--- config.mk ---
export PLATFORM = sky130hd
export DESIGN_NAME = gpio_chg_irq
export DESIGN_NICKNAME = d
export VERILOG_FILES = /design/src/rtl/gpio_chg_pkg.sv /design/src/rtl/gpio_chg_sync.sv /design/src/rtl/gpio_chg_bank.sv /design/src/rtl/gpio_chg_irq.sv
export SDC_FILE = /design/constraint.sdc
export NUM_CORES = 1
export LEC_CHECK = 0
export CORE_MARGIN = 5
export CORE_UTILIZATION = 30
export CTS_CLUSTER_DIAMETER = 50
export CTS_CLUSTER_SIZE = 28
export DETAILED_ROUTE_END_ITERATION = 8
export DONT_BUFFER_PORTS = 1
export GPL_TIMING_DRIVEN = 0
export PLACE_DENSITY = 0.51
export SYNTH_ARGS = -nofsm -noshare
export SYNTH_HDL_FRONTEND = slang
export SYNTH_SLANG_ARGS = --single-unit
--- constraint.sdc ---
create_clock -name clk_i -period 1.37 [get_ports clk_i]
set_clock_uncertainty 0.2 [all_clocks]
set_input_delay 0.0685 -clock clk_i [delete_from_list [all_inputs] [get_ports clk_i]]
set_output_delay 0.0685 -clock clk_i [all_outputs]
set_load 0.1 [all_outputs]
--- src/rtl/gpio_chg_pkg.sv ---
package gpio_chg_pkg;
    localparam int unsigned BANK_W    = 8;
    localparam int unsigned PRIME_CYC = 2;

    typedef logic [BANK_W-1:0] bank_t;

    typedef struct packed {
        bank_t in_reg;
        bank_t pend;
    } bank_state_t;
endpackage

--- src/rtl/gpio_chg_sync.sv ---
module gpio_chg_sync #(
    parameter int unsigned WIDTH = 8
) (
    input  logic             clk_i,
    input  logic             rst_ni,
    input  logic [WIDTH-1:0] async_i,
    output logic [WIDTH-1:0] meta_o,
    output logic [WIDTH-1:0] sync_o
);
    typedef struct packed {
        logic [WIDTH-1:0] meta;
        logic [WIDTH-1:0] stab;
    } sync_state_t;

    sync_state_t st_d, st_q;

    always_comb begin
        st_d      = st_q;
        st_d.meta = async_i;
        st_d.stab = st_q.meta;
    end

    always_ff @(posedge clk_i) begin
        if (!rst_ni) st_q <= '0;
        else         st_q <= st_d;
    end

    assign meta_o = st_q.meta;
    assign sync_o = st_q.stab;
endmodule

--- src/rtl/gpio_chg_bank.sv ---
module gpio_chg_bank
    import gpio_chg_pkg::*;
(
    input  logic  clk_i,
    input  logic  rst_ni,
    input  logic  primed_i,
    input  bank_t sync_cur_i,
    input  bank_t sync_nxt_i,
    input  bank_t dir_in_i,
    input  bank_t mask_i,
    input  logic  rd_i,
    output bank_t in_reg_o,
    output bank_t pend_o
);
    bank_state_t st_d, st_q;

    always_comb begin
        st_d = st_q;
        if (!primed_i) begin
            st_d.in_reg = sync_nxt_i;
        end else if (rd_i) begin
            st_d.in_reg = sync_cur_i;
        end
        if (primed_i) begin
            st_d.pend = (sync_nxt_i ^ st_d.in_reg) & dir_in_i & ~mask_i;
        end else begin
            st_d.pend = '0;
        end
    end

    always_ff @(posedge clk_i) begin
        if (!rst_ni) st_q <= '0;
        else         st_q <= st_d;
    end

    assign in_reg_o = st_q.in_reg;
    assign pend_o   = st_q.pend;
endmodule

--- src/rtl/gpio_chg_irq.sv ---
module gpio_chg_irq
    import gpio_chg_pkg::*;
#(
    parameter int unsigned NUM_BANKS = 4
) (
    input  logic                        clk_i,
    input  logic                        rst_ni,
    input  logic [NUM_BANKS*BANK_W-1:0] pin_i,
    input  logic [NUM_BANKS*BANK_W-1:0] dir_in_i,
    input  logic [NUM_BANKS*BANK_W-1:0] mask_i,
    input  logic [NUM_BANKS-1:0]        rd_stb_i,
    output logic                        irq_no,
    output logic [NUM_BANKS*BANK_W-1:0] in_reg_o
);
    localparam int unsigned PIN_W = NUM_BANKS * BANK_W;
    localparam int unsigned CNT_W = $clog2(PRIME_CYC + 1);

    typedef struct packed {
        logic [CNT_W-1:0] prime;
    } top_state_t;

    top_state_t st_d, st_q;
    logic              primed;
    logic [PIN_W-1:0]  sync_q;
    logic [PIN_W-1:0]  sync_nxt;
    logic [PIN_W-1:0]  pend;

    assign primed = (st_q.prime == CNT_W'(PRIME_CYC));

    always_comb begin
        st_d = st_q;
        if (!primed) st_d.prime = st_q.prime + 1'b1;
    end

    always_ff @(posedge clk_i) begin
        if (!rst_ni) st_q <= '0;
        else         st_q <= st_d;
    end

    gpio_chg_sync #(.WIDTH(PIN_W)) u_sync (
        .clk_i   (clk_i),
        .rst_ni  (rst_ni),
        .async_i (pin_i),
        .meta_o  (sync_nxt),
        .sync_o  (sync_q)
    );

    for (genvar b = 0; b < NUM_BANKS; b++) begin : g_bank
        gpio_chg_bank u_bank (
            .clk_i      (clk_i),
            .rst_ni     (rst_ni),
            .primed_i   (primed),
            .sync_cur_i (sync_q[b*BANK_W +: BANK_W]),
            .sync_nxt_i (sync_nxt[b*BANK_W +: BANK_W]),
            .dir_in_i   (dir_in_i[b*BANK_W +: BANK_W]),
            .mask_i     (mask_i[b*BANK_W +: BANK_W]),
            .rd_i       (rd_stb_i[b]),
            .in_reg_o   (in_reg_o[b*BANK_W +: BANK_W]),
            .pend_o     (pend[b*BANK_W +: BANK_W])
        );
    end

    assign irq_no = ~|pend;
endmodule

# == Word level (Yosys, flattened, before mapping) ==
# Index checks and enable logic that the tools add are counted.
# word_totals
register_bits,130
inputBits,102
out_inout_bits,33
elab_cells,40
# classes
add_sub_neg,1
eq_ne,1
mux,8
n_bitwise,16
reduce_logical,3
# ops
cell,count
bitwise AND 8 bit,8
two-way mux 8 bit,8
NOT 8 bit,4
OR reduction 32 bit,1
XOR 8 bit,4
adder 2 x 1 -> 2 bit (second input constant),1
equality test 2 bit (second input constant),1
AND reduction 2 bit,1
zero test 1 bit,1

# == Longest topological paths before layout ==
# depth
word_depth,5
depth_mapped,7
depth_no_buf,5

# == Hierarchy ==
# A second synthesis with hierarchy kept.
# hier_totals
hier_cells,390
area_unflattened_um2,4513.1
# by_module_without_submodules
module,instances,cells_per_inst,area_each_um2,seq_area_each_um2
gpio_chg_bank,4,59,640.6,320.3
gpio_chg_sync,1,134,1791.7,1281.2
gpio_chg_irq,1,20,158.9,40.0

# == Worst setup path after synthesis ==
# Ideal clock, no wire load.
# synth_path
path_type,reg-to-output
from,register g_bank[3].u_bank.st_q (netlist bit g_bank[3].u_bank.pend_o[0])
to,output port irq_no
t_arrival_ps,1920
required_time_ps,1102
path_slack_ps,-819
stages_incl_launch_ff,4
n_path_buf,0
cell_sequence,dfxtp_1 > nor4_1 > nand4_1 > nor2_1
# synth_between
elab_chain_cells,2
# synth_lines
element,line,rtl
start: declaration,gpio_chg_bank.sv:15,"bank_state_t st_d, st_q;"
start signal: assignment,gpio_chg_bank.sv:33,else st_q <= st_d;
OR reduction 32 bit,gpio_chg_irq.sv:63,assign irq_no = ~|pend;
zero test 1 bit,gpio_chg_irq.sv:63,
end: declaration,gpio_chg_irq.sv:12,"output logic irq_no,"
# Every way passes these cells.

# == Worst setup path after layout ==
# Same ends and word-level chain as after synthesis.

==> impl_metrics.yaml <==
worst_setup_path:
  cp.required_ns: 1.10
  rr_worst_depth: 6
  cp-end-kind: "primary output"
  critPathLaunchType: "register"
  critical_path_class: "register to primary output"
  crit_chain: "nor4_4, nand4_1, nor2_4"
  crit_start: "g_bank[3].u_bank.pend_o[0]"
  arrival_ns: 1.85
  timing.rr.start: "st_q[0]"
  cpPeakStageDelay_ns: 0.56
  crit_slowest_cell: "nor2_4"
  crit_fanout: 1
final_layout:
  antenna_cells: 0
  nFillCells: 1381
  final_nets: 643
  drive_above_1_share: 0.369
  design_area_sq_um: 8010
  areaGrowthSynthToFinish_pct: 66.9
synth:
  synth-seq-cells: 130
  yosysWarnings: 0
  yosysTopAreaCell: "dfxtp_1"
  synth.area.mux_share: 0.0668
  synth_area_leaders: "dfxtp_1 (54%), nor4b_2 (10%), and2_1 (8.6%), mux2i_1 (6.7%), o211a_1 (6.7%)"
  synth_compound_area_frac: 0.0678
  synthSimpleGateAreaFrac: 0.228
  async_flop_share: 0
  synth_top_family_by_area: "simple AND/OR/NAND/NOR gates"
  mappedNetlistArea_sq_um: 4800
  syn_nets: 502
  synth.distinct_cells: 19
  ys.flop_type: "dfxtp_1"
  syn_inst: 399
  seq_area_frac_synth: 0.542
  synthAdderAreaFrac: 0.00261
  synth_xor_area_frac: 0.0602
  postSynthAreaPerCell_sq_um: 12.0
  synth_top_area_frac: 0.542
  synth_edf_count: 0
run_status:
  status: "finished, violations left"
  violations: "negative hold slack, negative setup slack"
power:
  powerDensity_nw_per_um2: 1690
  max-vdd-ir-drop_mv: 0.912
  p_leak_nw: 3.33
clocking:
  cts_tree: "yes"
  cts_buffer_depth: 2
  cts-root-buf: "clkbuf_16"
  clkTransAtPathRegs_ns: 0.06
  cts.sinks: 130
  cts_buffers: 17
  clock_latency_ns: 0.41
  cts-htree-levels: 4
  ctsHoldBuffers: 99
placement:
  dpl_cell_area_sq_um: 5230
  hpwl_um: 8990
  port_buffers: 0
  gp_congestion: 0.755
global_route:
  gr-total-overflow: 0
  grt_antenna_before_repair: 0
  use_met2: 0.283
  grt_pass1_wl_um: 22700
  grt_usage: 0.168
  grt_pass1_vias: 3858
  met3_usage: 0.0607
  grt_max_degree: 17
  met1_usage: 0.202
  grt_busiest_layer: "met2"
sta:
  setup_viol: 64
  tns_ns: -6.59
  worstMarginPinSlew_ns: 0.637
  holdWs_ns: -0.0588
  drv_slew: 0
  fmax_mhz: 472
  rsz0062_at_grt: "true"
  setup_ws_ns: -0.747
  timing.final.crit_share: 1.54
  slew_headroom: 0.575
  period_minus_slack_ns: 2.12
  finalHoldViolations: 18
detailed_routing:
  route.detailed.drc: 0
  via_per_inst: 4.47
  routed_wl_um: 14800
  postRouteAntennaNets: 0
  vias: 3436
  wl_per_cell_um: 19.2
  drt-pass1-iter-count: 4
  drtIter0Drc: 109
flow_run:
  cap_violations: 0
floorplan:
  ioPinCount: 135
  die_x_um: 136
  coreArea_sq_um: 15800
  die-height_um: 136
  die-area_sq_um: 18600
  initial_utilization: 0.304
  placementRows: 46
min_path:
  hp-class: "primary input to register"
  worstHoldStart: "rd_stb_i[1]"
  min_path_cells: 4
timing repair:
action,4_1_cts,5_1_grt
endpoints found under the hold margin,96,16
pin swaps,31,19
gates cloned,10,0
endpoints found under the setup margin,67,67
resized for setup,103,82
buffers inserted,12,14
critical path: cells and delay by family (launching register included):
kind             cells  cell delay, ns
DFF                  1            0.32
and+or+nand+nor      3            1.11
routing by layer:
metal	vias up	share of wire
met1	1665	0.42
met2	94	0.51
li1	1662	-
met3	15	0.061
met5	-	0
met4	0	0.013
per-stage QoR:
step | worst slack (ns) | utilization | power, W | instances | hold WS [ns]
after floorplan | -0.118 | - | 0.00684 | 399 | -0.0601
after global placement | -0.595 | 0.332 | 0.00728 | 615 | -0.0589
after detailed placement | -0.598 | 0.332 | 0.00732 | 615 | -0.0586
after CTS | -0.815 | 0.488 | 0.0135 | 768 | -0.0819
after global routing | -0.866 | 0.508 | 0.0141 | 769 | -0.0456
final | -0.747 | 0.508 | 0.0135 | 769 | -0.0588
synth_stat cells, drive strengths merged, types with 2 or more instances:
master and number:
and2 66, xor2 32, nand4 2, o211a 32
buf 16, nand2 34, nor4b 32, nor4 8
dfxtp 130, clkbuf 10, mux2i 32
layout by cell type, fill, tap and decap left out, types with 12 or more instances in the layout:
| master | count |
|---|---|
| o211a_1 | 32 |
| mux2i_4 | 12 |
| nand2_2 | 27 |
| clkbuf_1 | 12 |
| xor2_1 | 29 |
| dfxtp_1 | 95 |
| clkbuf_16 | 23 |
| dfxtp_4 | 32 |
| nor4b_4 | 31 |
| and2_1 | 66 |
| buf_6 | 13 |
| dlygate4sd3_1 | 99 |
| buf_12 | 14 |
layout make-up:
class / instances / area (sq um) / share of cell area
Sequential cell: 130 / 2730 / 0.340
Clock inverter: 4 / 45.0 / 0.00563
Clock buffer: 28 / 549 / 0.0686
Timing Repair Buffer: 125 / 1400 / 0.174
Multi-Input combinational cell: 242 / 2740 / 0.342
Buffer: 23 / 278 / 0.0347
Tap cell: 216 / 270 / 0.0337
Inverter: 1 / 3.75 / 0.000469
path summary, 6_finish.rpt:
kind	to	slack [ns]
worst max-delay path	irq_no	-0.75
worst min-delay path	g_bank[1].u_bank.in_reg_o[7]	-0.06
worst max register to register	g_bank[1].u_bank.pend_o[6]	-0.16
worst min register to register	u_sync.sync_o[0]	0.30
power by group:
group / internal [W] / switching [W]
clock network: 0.00290 / 0.00156
logic: 0.00180 / 0.00159
registers: 0.00418 / 0.00150
cells by family after synthesis:
logic type / after synthesis
buf+inv: 27
compound gates: 33
simple gates: 143
flops: 130
xor+xnor: 33
mux: 32
fa+ha+maj: 1
sequential cells by signal (all words and copies together), names as in the netlist:
register	flops
g_bank.u_bank.in_reg_o	32
g_bank.u_bank.pend_o	32
st_q	2
u_sync.meta_o	32
u_sync.sync_o	32
Power figures use the tool's default switching activity.
